File: config.mk
export PLATFORM = sky130hd
export DESIGN_NAME = irq_req_latch
export DESIGN_NICKNAME = d
export VERILOG_FILES = /design/src/rtl/irq_latch_pkg.sv /design/src/rtl/irq_mode_reg.sv /design/src/rtl/irq_line_cell.sv /design/src/rtl/irq_req_latch.sv
export SDC_FILE = /design/constraint.sdc
export NUM_CORES = 1
export LEC_CHECK = 0
export CORE_MARGIN = 2
export CORE_UTILIZATION = 30
export CTS_BUF_LIST = sky130_fd_sc_hd__clkbuf_16
export CTS_CLUSTER_DIAMETER = 60
export CTS_CLUSTER_SIZE = 25
export DETAILED_ROUTE_END_ITERATION = 10
export PLACE_DENSITY = 0.66
export SYNTH_ARGS = -nofsm -noshare
export SYNTH_HDL_FRONTEND = slang
export SYNTH_SLANG_ARGS = --single-unit
export TNS_END_PERCENT = 100
File: constraint.sdc
create_clock -name clk -period 1.1 [get_ports clk]
set_clock_uncertainty 0.2 [all_clocks]
set_input_delay 0.22 -clock clk [delete_from_list [all_inputs] [get_ports clk]]
set_output_delay 0.22 -clock clk [all_outputs]
set_load 0.02 [all_outputs]
File: src/rtl/irq_latch_pkg.sv
package irq_latch_pkg;
  typedef enum logic {
    TRIG_EDGE  = 1'b0,
    TRIG_LEVEL = 1'b1
  } trig_e;

  localparam int unsigned DEF_LINES = 8;
endpackage

File: src/rtl/irq_mode_reg.sv
module irq_mode_reg #(
  parameter int unsigned N     = 8,
  parameter logic [N-1:0] WMASK = '1
) (
  input  logic         clk,
  input  logic         rst_n,
  input  logic         wr_en,
  input  logic [N-1:0] wr_data,
  output logic [N-1:0] mode_q
);
  always_ff @(posedge clk or negedge rst_n) begin
    if (!rst_n)     mode_q <= '0;
    else if (wr_en) mode_q <= wr_data & WMASK;
  end

  // a write lands filtered by the enable pattern
  p_mode_filter_r2: assert property (@(posedge clk) disable iff (!rst_n)
    wr_en |=> (mode_q == ($past(wr_data) & WMASK)));

  p_mode_hold_r2: assert property (@(posedge clk) disable iff (!rst_n)
    !wr_en |=> $stable(mode_q));
endmodule

File: src/rtl/irq_line_cell.sv
module irq_line_cell
  import irq_latch_pkg::*;
(
  input  logic  clk,
  input  logic  rst_n,
  input  logic  req_i,
  input  trig_e trig_i,
  input  logic  ack_hit_i,
  output logic  irr_o
);
  logic last_q;
  logic rise;

  assign rise = req_i & ~last_q;

  always_ff @(posedge clk or negedge rst_n) begin
    if (!rst_n) begin
      last_q <= 1'b0;
      irr_o  <= 1'b0;
    end else begin
      last_q <= req_i;
      if (trig_i == TRIG_LEVEL) irr_o <= req_i;
      else if (rise)            irr_o <= 1'b1;
      else if (ack_hit_i)       irr_o <= 1'b0;
    end
  end

  // level lines track the pin regardless of acknowledge
  p_level_track_r4: assert property (@(posedge clk) disable iff (!rst_n)
    (trig_i == TRIG_LEVEL) |=> (irr_o == $past(req_i)));

  // a rising transition always latches
  p_edge_set_r3: assert property (@(posedge clk) disable iff (!rst_n)
    ((trig_i == TRIG_EDGE) && rise) |=> irr_o);

  // acknowledge without a new edge clears an edge line
  p_edge_ack_r5: assert property (@(posedge clk) disable iff (!rst_n)
    ((trig_i == TRIG_EDGE) && ack_hit_i && !rise) |=> !irr_o);

  // an edge line holds its request without acknowledge
  p_edge_hold_r7: assert property (@(posedge clk) disable iff (!rst_n)
    ((trig_i == TRIG_EDGE) && irr_o && !ack_hit_i) |=> irr_o);
endmodule

File: src/rtl/irq_req_latch.sv
module irq_req_latch
  import irq_latch_pkg::*;
#(
  parameter int unsigned NUM_LINES = DEF_LINES,
  parameter logic [NUM_LINES-1:0] MODE_WMASK = 8'hF8,
  localparam int unsigned IDX_W = (NUM_LINES > 1) ? $clog2(NUM_LINES) : 1
) (
  input  logic                 clk,
  input  logic                 rst_n,
  input  logic [NUM_LINES-1:0] req_i,
  input  logic [NUM_LINES-1:0] imr_i,
  input  logic                 mode_wr_i,
  input  logic [NUM_LINES-1:0] mode_wdata_i,
  input  logic                 ack_i,
  input  logic [IDX_W-1:0]     ack_idx_i,
  output logic [NUM_LINES-1:0] irr_o,
  output logic [NUM_LINES-1:0] pend_o,
  output logic [NUM_LINES-1:0] mode_o
);
  logic [NUM_LINES-1:0] ack_hit;

  irq_mode_reg #(.N(NUM_LINES), .WMASK(MODE_WMASK)) u_mode (
    .clk     (clk),
    .rst_n   (rst_n),
    .wr_en   (mode_wr_i),
    .wr_data (mode_wdata_i),
    .mode_q  (mode_o)
  );

  for (genvar i = 0; i < NUM_LINES; i++) begin : g_line
    assign ack_hit[i] = ack_i && (ack_idx_i == IDX_W'(i));

    irq_line_cell u_cell (
      .clk       (clk),
      .rst_n     (rst_n),
      .req_i     (req_i[i]),
      .trig_i    (trig_e'(mode_o[i])),
      .ack_hit_i (ack_hit[i]),
      .irr_o     (irr_o[i])
    );
  end

  assign pend_o = irr_o & ~imr_i;

  // lines outside the enable pattern never become level-sensitive
  p_fixed_edge_r2: assert property (@(posedge clk) disable iff (!rst_n)
    (mode_o & ~MODE_WMASK) == '0);

  // at most one line is acknowledged per cycle
  p_ack_onehot_r5: assert property (@(posedge clk) disable iff (!rst_n)
    $onehot0(ack_hit));
endmodule

==> key figures, run 1 <==
Clock network
  • Clk buf depth: 2
  • Clock sinks: 21
  • H-tree depth: 1
  • CTS tree: done
  • Root buffer selected by CTS: clkbuf_16
  • TritonCTS Buffers: 3
  • CTS clk-pin slew, worst paths: 0.05 ns
  • Worst skew pair latency: 0.25 ns

Outcome
  • Failing checks: negative setup slack
  • Status: complete, but fails checks

GRT
  • Vias in the first global route: 827
  • GRT Util Overall: 12.4%
  • First-pass GRT wire length: roughly 3400 microns
  • Gr ovfl total: 0
  • Largest net degree at the start of global routing: 22
  • Initial antenna violation count: 0

Worst setup path
  • CP max stage cell: dfrtp_1
  • Critical-path cell list: nor2b_1, buf_2
  • Crit-path leading delay family: flip-flops
  • Worst endpoint required time: between 0.6 and 0.7 ns
  • Worst Path Arrival: 0.93 ns
  • WP buf/inv: 1
  • Worst reg2reg startpoint: g_line[6].u_cell.irr_o
  • Crit end category: primary output
  • Startpoint types: flip-flop
  • WS Path Type: reg2out
  • CP max FO: 3
  • CP peak stage delay: about 0.4 ns
  • CP startpoint: g_line[5].u_cell.irr_o

Pwr
  • Maximum VDD drop: 0.000546 V
  • PwrDens: between 1000 and 1500 nW/um^2
  • LEAKAGE: 0.000823 uW
  • Total power: between 2000 and 2500 uW

Timing
  • Unrepaired setup endpoints after global routing: true
  • Fin. max-slew vios: 0
  • Final setup violation count: 27
  • Crit share post-route: 123%
  • Fin Hold WS: 0.123 ns
  • Total Neg Setup Slack: -3.92 ns
  • Max Fclk: 0.740 GHz
  • Hold Fails Final Rpt: 0
  • Post-route setup slack: -0.251 ns
  • Fin crit period: between 1 and 1.5 ns

Layout
  • Commonest non-fill, non-tap cell in the layout: buf_6
  • Antenna cells: 0
  • Post-Layout Cell Count: 190
  • Share of layout cells above drive strength 1: a little over two fifths
  • Commonest cells after routing, fill and taps aside: buf_6 (25), clkdlybuf4s50_1 (22), dfrtp_1 (21)
  • Synthesis-to-finish area growth: 80.3%
  • Total Nets Final: approximately 180

Floorplanning
  • DIE AREA: roughly 3700 sq um
  • Die Ht: ~61 microns
  • Io pins: 55
  • Starting density of the core: about a third
  • Die Width: between 60 and 70 microns
  • Num rows: 20
  • Core Box Area: roughly 3100 sq um

Logic synthesis
  • Avg Cell Area, Syn: ~11 sq um
  • Sequential fraction of the synthesis area: a little over half
  • Seq cells post-synth: 21
  • Netlist Area Pre-Place: about 960 sq um
  • Cells after synthesis: around 90
  • Count of cell types in the netlist: 17
  • Yosys Warn Count: 0

Detailed routing
  • Final wirelength: 2330 microns
  • Post-route DRC: 0
  • Post-DR wirelength/cell: roughly 12 microns
  • Via density: ~4.4
  • Routed Antenna Nets: 0
  • Via Count: between 800 and 900
  • Starting DRT DRC Count: 11
  • Pre-Repair DR Iteration Count: 4

Job
  • Max cap viols: 0

Placement
  • Pre-CTS setup slack: -0.692 ns
  • Placer Congestion: 0.628
  • IO buf count: 48
  • Final HPWL DP: between 1500 and 2000 microns
  • Placed Cells incl. Taps: between 150 and 200

Min path
  • Worst Hold Class: in2async
==> timing repair <==
action,4_1_cts,5_1_grt
gates resized for setup,126,24
hold buffers,0,0
setup endpoints to repair,29,27
cloned,0,0
setup buffers,7,3
pin swaps,6,5
==> area by class of cell <==
cell class                      instances  area, sq um
Clock buffer                            3         75.1
Clock inverter                          1         3.75
Fill cell                             281         1330
Inverter                               11         41.3
Multi-Input combinational cell         42          353
Sequential cell                        21          526
Tap cell                               44         55.1
Timing Repair Buffer                   68          674
==> kinds of logic (layout without fill, tap and decap cells) <==
family	count (synthesis)	count (layout)	share of synthesized area, %
compound gates	13	13	9.79
buf+inv	28	83	17.2
flops	21	21	54.8
other cells	1	3	0.391
simple gates	26	26	17.8
==> cell usage after synthesis, drive strengths merged <==
library cell	instances	share of area, %
nand2	5	2.0
nand4bb	1	1.2
clkbuf	1	0.39
conb	1	0.39
nand4b	3	2.7
buf	16	13
inv	11	4.3
a32o	5	5.2
o22ai	3	2.0
dfrtp	21	55
o21ai	5	2.6
nand4	1	0.65
and4bb	2	2.6
nand2b	5	3.3
nor4b	1	0.91
nor2	3	1.2
nor2b	5	3.3
==> power breakdown <==
group | internal, uW | total (uW) | leakage, uW | switching (uW)
combinational | 399 | 669 | 0.000541 | 270
sequential | 840 | 894 | 0.000240 | 54.5
clock | 483 | 731 | 0.0000423 | 248
total | 1720 | 2290 | 0.000823 | 572
==> state kept, by name, summed over array words and instances (netlist names) <==
name and cells:
g_line.u_cell.irr_o 8, g_line.u_cell.last_q 8, u_mode.mode_q 5
==> worst paths after layout <==
kind / end / slack (ns) / cells past startpoint
min: g_line[6].u_cell.last_q / 0.12 / 2
max: pend_o[5] / -0.25 / 2
max reg2reg: g_line[6].u_cell.irr_o / -0.07 / 3
min in group clk: g_line[1].u_cell.irr_o / 0.23 / 1
min reg2reg: g_line[1].u_cell.irr_o / 0.23 / 1
max in group asynchronous: g_line[2].u_cell.irr_o / 0.44 / 2
==> metal layers <==
metal / global-route usage, % / routed length, microns / vias up
li1: - / - / 396
met1: 13.5 / 892 / 390
met2: 23.6 / 1180 / 39
met3: 3.62 / 245 / 2
met4: 3.11 / 12 / 0
met5: 0 / 0 / -
==> stage by stage <==
| step | util, % | instance area [sq um] |
|---|---|---|
| after global placement | 48.2 | 1470 |
| after floorplan | - | 966 |
| after global routing | 56.6 | 1730 |
| after CTS | 53.5 | 1630 |
| final | 56.6 | 1730 |
| after detailed placement | 48.2 | 1470 |
Power figures use the tool's default switching activity.
==> inputs of run 2 (changes only) <==
--- a/config.mk
+++ b/config.mk
@@ -5,7 +5,6 @@
 export SDC_FILE = /design/constraint.sdc
 export NUM_CORES = 1
 export LEC_CHECK = 0
-export CORE_MARGIN = 2
 export CORE_UTILIZATION = 30
 export CTS_BUF_LIST = sky130_fd_sc_hd__clkbuf_16
 export CTS_CLUSTER_DIAMETER = 60
==> run 2 against run 1 <==
Effect of this change: routed wire length shrank 4.7%; cell area shrank 2.1%; critical path type unchanged; highest routed layer unchanged; critical path depth is the same; clock power grew 1%; count of clock-buffer cells in the layout is the same; first-iteration DRC count grew 9.1%; sequential share of layout area grew 0.65 points; cell count shrank 1.1%; via count shrank 2.3%; the flow still finishes with violations (negative setup slack); utilization shrank 1.2 points.
==> key figures, run 2 (synthesized netlist as in run 1, its figures left out) <==
Outcome
  • Status: complete, but fails checks (unchanged)
  • Failing checks: negative setup slack (unchanged)

Layout
  • Share of layout cells above drive strength 1: 40.3% (was 41.8%)
  • Synthesis-to-finish area growth: 76.5% (was 80.3%)
  • Post-Layout Cell Count: 188 (was 190)
  • Commonest non-fill, non-tap cell in the layout: buf_6 (unchanged)
  • Total Nets Final: 176 (was 178)
  • Commonest cells after routing, fill and taps aside: buf_6 (24), clkdlybuf4s50_1 (22), dfrtp_1 (21) (was buf_6 (25), clkdlybuf4s50_1 (22), dfrtp_1 (21))
  • Antenna cells: 0 (unchanged)
  • Biggest registers after layout: g_line.u_cell.irr_o: 8 flops, g_line.u_cell.last_q: 8 flops, u_mode.mode_q: 5 flops (unchanged)

Timing
  • Fin. max-slew vios: 0 (unchanged)
  • Crit share post-route: 124% (was 123%)
  • Total Neg Setup Slack: -3.92 ns (about the same)
  • Max Fclk: 0.733 GHz (was 0.740 GHz)
  • Post-route setup slack: -0.265 ns (was -0.251 ns)
  • Fin crit period: 1.37 ns (was 1.35 ns)
  • Hold Fails Final Rpt: 0 (unchanged)
  • Final setup violation count: 26 (was 27)
  • Unrepaired setup endpoints after global routing: true (unchanged)

Floorplanning
  • Die Width: 58.5 microns (was 60.5 microns)
  • DIE AREA: 3420 sq um (was 3660 sq um)
  • Die Ht: 58.5 microns (was 60.5 microns)
  • Starting density of the core: 31.4% (unchanged)
  • Num rows: 20 (unchanged)
  • Core Box Area: 3050 sq um (unchanged)
  • Io pins: 55 (unchanged)

Detailed routing
  • Pre-Repair DR Iteration Count: 3 (was 4)
  • Final wirelength: 2220 microns (was 2330 microns)
  • Via density: 4.30 (was 4.35)
  • Post-DR wirelength/cell: 11.8 microns (was 12.3 microns)
  • Starting DRT DRC Count: 12 (was 11)
  • Routed Antenna Nets: 0 (unchanged)
  • Post-route DRC: 0 (unchanged)
  • Via Count: 808 (was 827)

GRT
  • Vias in the first global route: 806 (was 827)
  • GRT Util Overall: 13.4% (was 12.4%)
  • Gr ovfl total: 0 (unchanged)
  • First-pass GRT wire length: 3440 microns (was 3420 microns)
  • Largest net degree at the start of global routing: 22 (unchanged)
  • Initial antenna violation count: 0 (unchanged)

Worst setup path
  • FF-to-FF setup slack: -0.06 ns (was -0.07 ns)
  • End of the worst register-to-register path: g_line[7].u_cell.irr_o (was g_line[6].u_cell.irr_o)
  • Crit-path leading delay family: flip-flops (unchanged)
  • Worst endpoint required time: 0.68 ns (about the same)
  • CP max stage cell: dfrtp_1 (unchanged)
  • CP peak stage delay: 0.41 ns (was 0.40 ns)
  • WS Path Type: reg2out (unchanged)
  • Worst Path Arrival: 0.95 ns (was 0.93 ns)
  • CP max FO: 3 (unchanged)
  • Crit end category: primary output (unchanged)
  • Critical-path cell list: nor2b_1, buf_2 (unchanged)
  • Startpoint types: flip-flop (unchanged)
  • FF-to-FF path depth: 3 (unchanged)
  • Worst reg2reg startpoint: u_mode.mode_q[7] (was g_line[6].u_cell.irr_o)
  • WP buf/inv: 1 (unchanged)

Clock network
  • CTS Hold Bufs: 0 (unchanged)
  • CTS tree: done (unchanged)
  • Clk buf depth: 2 (unchanged)
  • H-tree depth: 1 (unchanged)
  • Clock sinks: 21 (unchanged)
  • Worst skew pair latency: 0.25 ns (about the same)
  • Root buffer selected by CTS: clkbuf_16 (unchanged)
  • TritonCTS Buffers: 3 (unchanged)
  • CTS clk-pin slew, worst paths: 0.05 ns (about the same)

Job
  • Max cap viols: 0 (unchanged)

Min path
  • Worst Hold Class: in2async (unchanged)

Pwr
  • Sequential share of power: 39.4% (was 39.0%)
  • Sw Pwr: 573 uW (was 572 uW)
  • Internal power: 1700 uW (was 1720 uW)
  • LEAKAGE: 0.000796 uW (was 0.000823 uW)
  • Clk pwr share: 32.5% (was 31.9%)
  • PwrDens: 1350 nW/um^2 (was 1330 nW/um^2)
  • Logic pwr share: 28.1% (was 29.2%)
  • Sw Ratio: 25.2% (was 24.9%)
  • Maximum VDD drop: 0.000552 V (was 0.000546 V)

Placement
  • Final HPWL DP: 1560 microns (was 1650 microns)
  • IO buf count: 48 (unchanged)
  • Placed Cells incl. Taps: 178 (was 177)
  • Placer Congestion: 0.650 (was 0.628)
[run 2: cell count changes in the layout (fill, tap and decap cells not counted), sizes merged]
| cell | delta |
|---|---|
| buf | -2 |
| dlymetal6s2s | -1 |
| dlygate4sd2 | +1 |
[run 2: power groups by stage]
| stage | Clock, uW | Sequential, uW | Combinational [uW] |
|---|---|---|---|
| after floorplan | 0 | 880 | 291 |
| after global placement | 0 | 885 | 557 |
| after detailed placement | 0 | 889 | 564 |
| after CTS | 756 | 891 | 602 |
| after global routing | 805 | 902 | 680 |
| final | 740 | 896 | 639 |
[run 2: area by class of cell]
cell class / count / area, sq um
Clock buffer: 3 / 75.1
Fill cell: 269 / 1360
Inverter: 11 / 41.3
Multi-Input combinational cell: 42 / 339
Tap cell: 44 / 55.1
Timing Repair Buffer: 66 / 652
Sequential cell: 21 / 526
Clock inverter: 1 / 3.75
[run 2: worst max path at each step]
stage,start,endpoint,slack (ns),depth (start not counted)
global placement,imr_i[3],pend_o[3],-0.65,3
finish,g_line[3].u_cell.irr_o,pend_o[3],-0.27,2
detailed placement,imr_i[7],pend_o[7],-0.66,3
global route,g_line[1].u_cell.irr_o,pend_o[1],-0.29,3
floorplan,g_line[3].u_cell.irr_o,pend_o[3],0.005,1
CTS,g_line[4].u_cell.irr_o,pend_o[4],-0.25,2
[run 2: metrics by stage]
| stage | util, % | instance area, sq um | setup WS [ns] | power, uW | hold WS (ns) |
|---|---|---|---|---|---|
| 6_report | 55.4 | 1690 | -0.265 | 2280 | 0.120 |
| 3_5_place_dp | 48.5 | 1480 | -0.662 | 1450 | 0.225 |
| 3_3_place_gp | 48.5 | 1480 | -0.646 | 1440 | 0.219 |
| 4_1_cts | 53.4 | 1630 | -0.250 | 2250 | 0.126 |
| 2_1_floorplan | - | 966 | 0.00497 | 1170 | -0.276 |
| 5_1_grt | 55.4 | 1690 | -0.292 | 2390 | 0.129 |
[run 2: what timing repair did]
action / CTS / global route
setup endpoints to repair: 32 / 28
gates resized for setup: 126 / 19
setup buffers: 6 / 3
pin swaps: 5 / 4
cloned: 0 / 0
[run 2: metal layers]
metal | vias up | wire, microns | global-route usage [%] | share of wire [%]
met3 | 2 | 195 | 3.52 | 8.8
met5 | - | 0 | 0 | 0
met4 | 0 | 15 | 4.08 | 0.67
met2 | 35 | 1060 | 24.0 | 48
met1 | 378 | 950 | 15.8 | 43
li1 | 393 | - | - | -
==> inputs of run 3 (changes only) <==
--- a/config.mk
+++ b/config.mk
@@ -11,6 +11,7 @@
 export CTS_CLUSTER_SIZE = 25
 export DETAILED_ROUTE_END_ITERATION = 10
 export PLACE_DENSITY = 0.66
+export SLEW_MARGIN = 0
 export SYNTH_ARGS = -nofsm -noshare
 export SYNTH_HDL_FRONTEND = slang
 export SYNTH_SLANG_ARGS = --single-unit
==> results of run 3 <==
No change in the layout: final DEF, timing and power equal those of run 2.
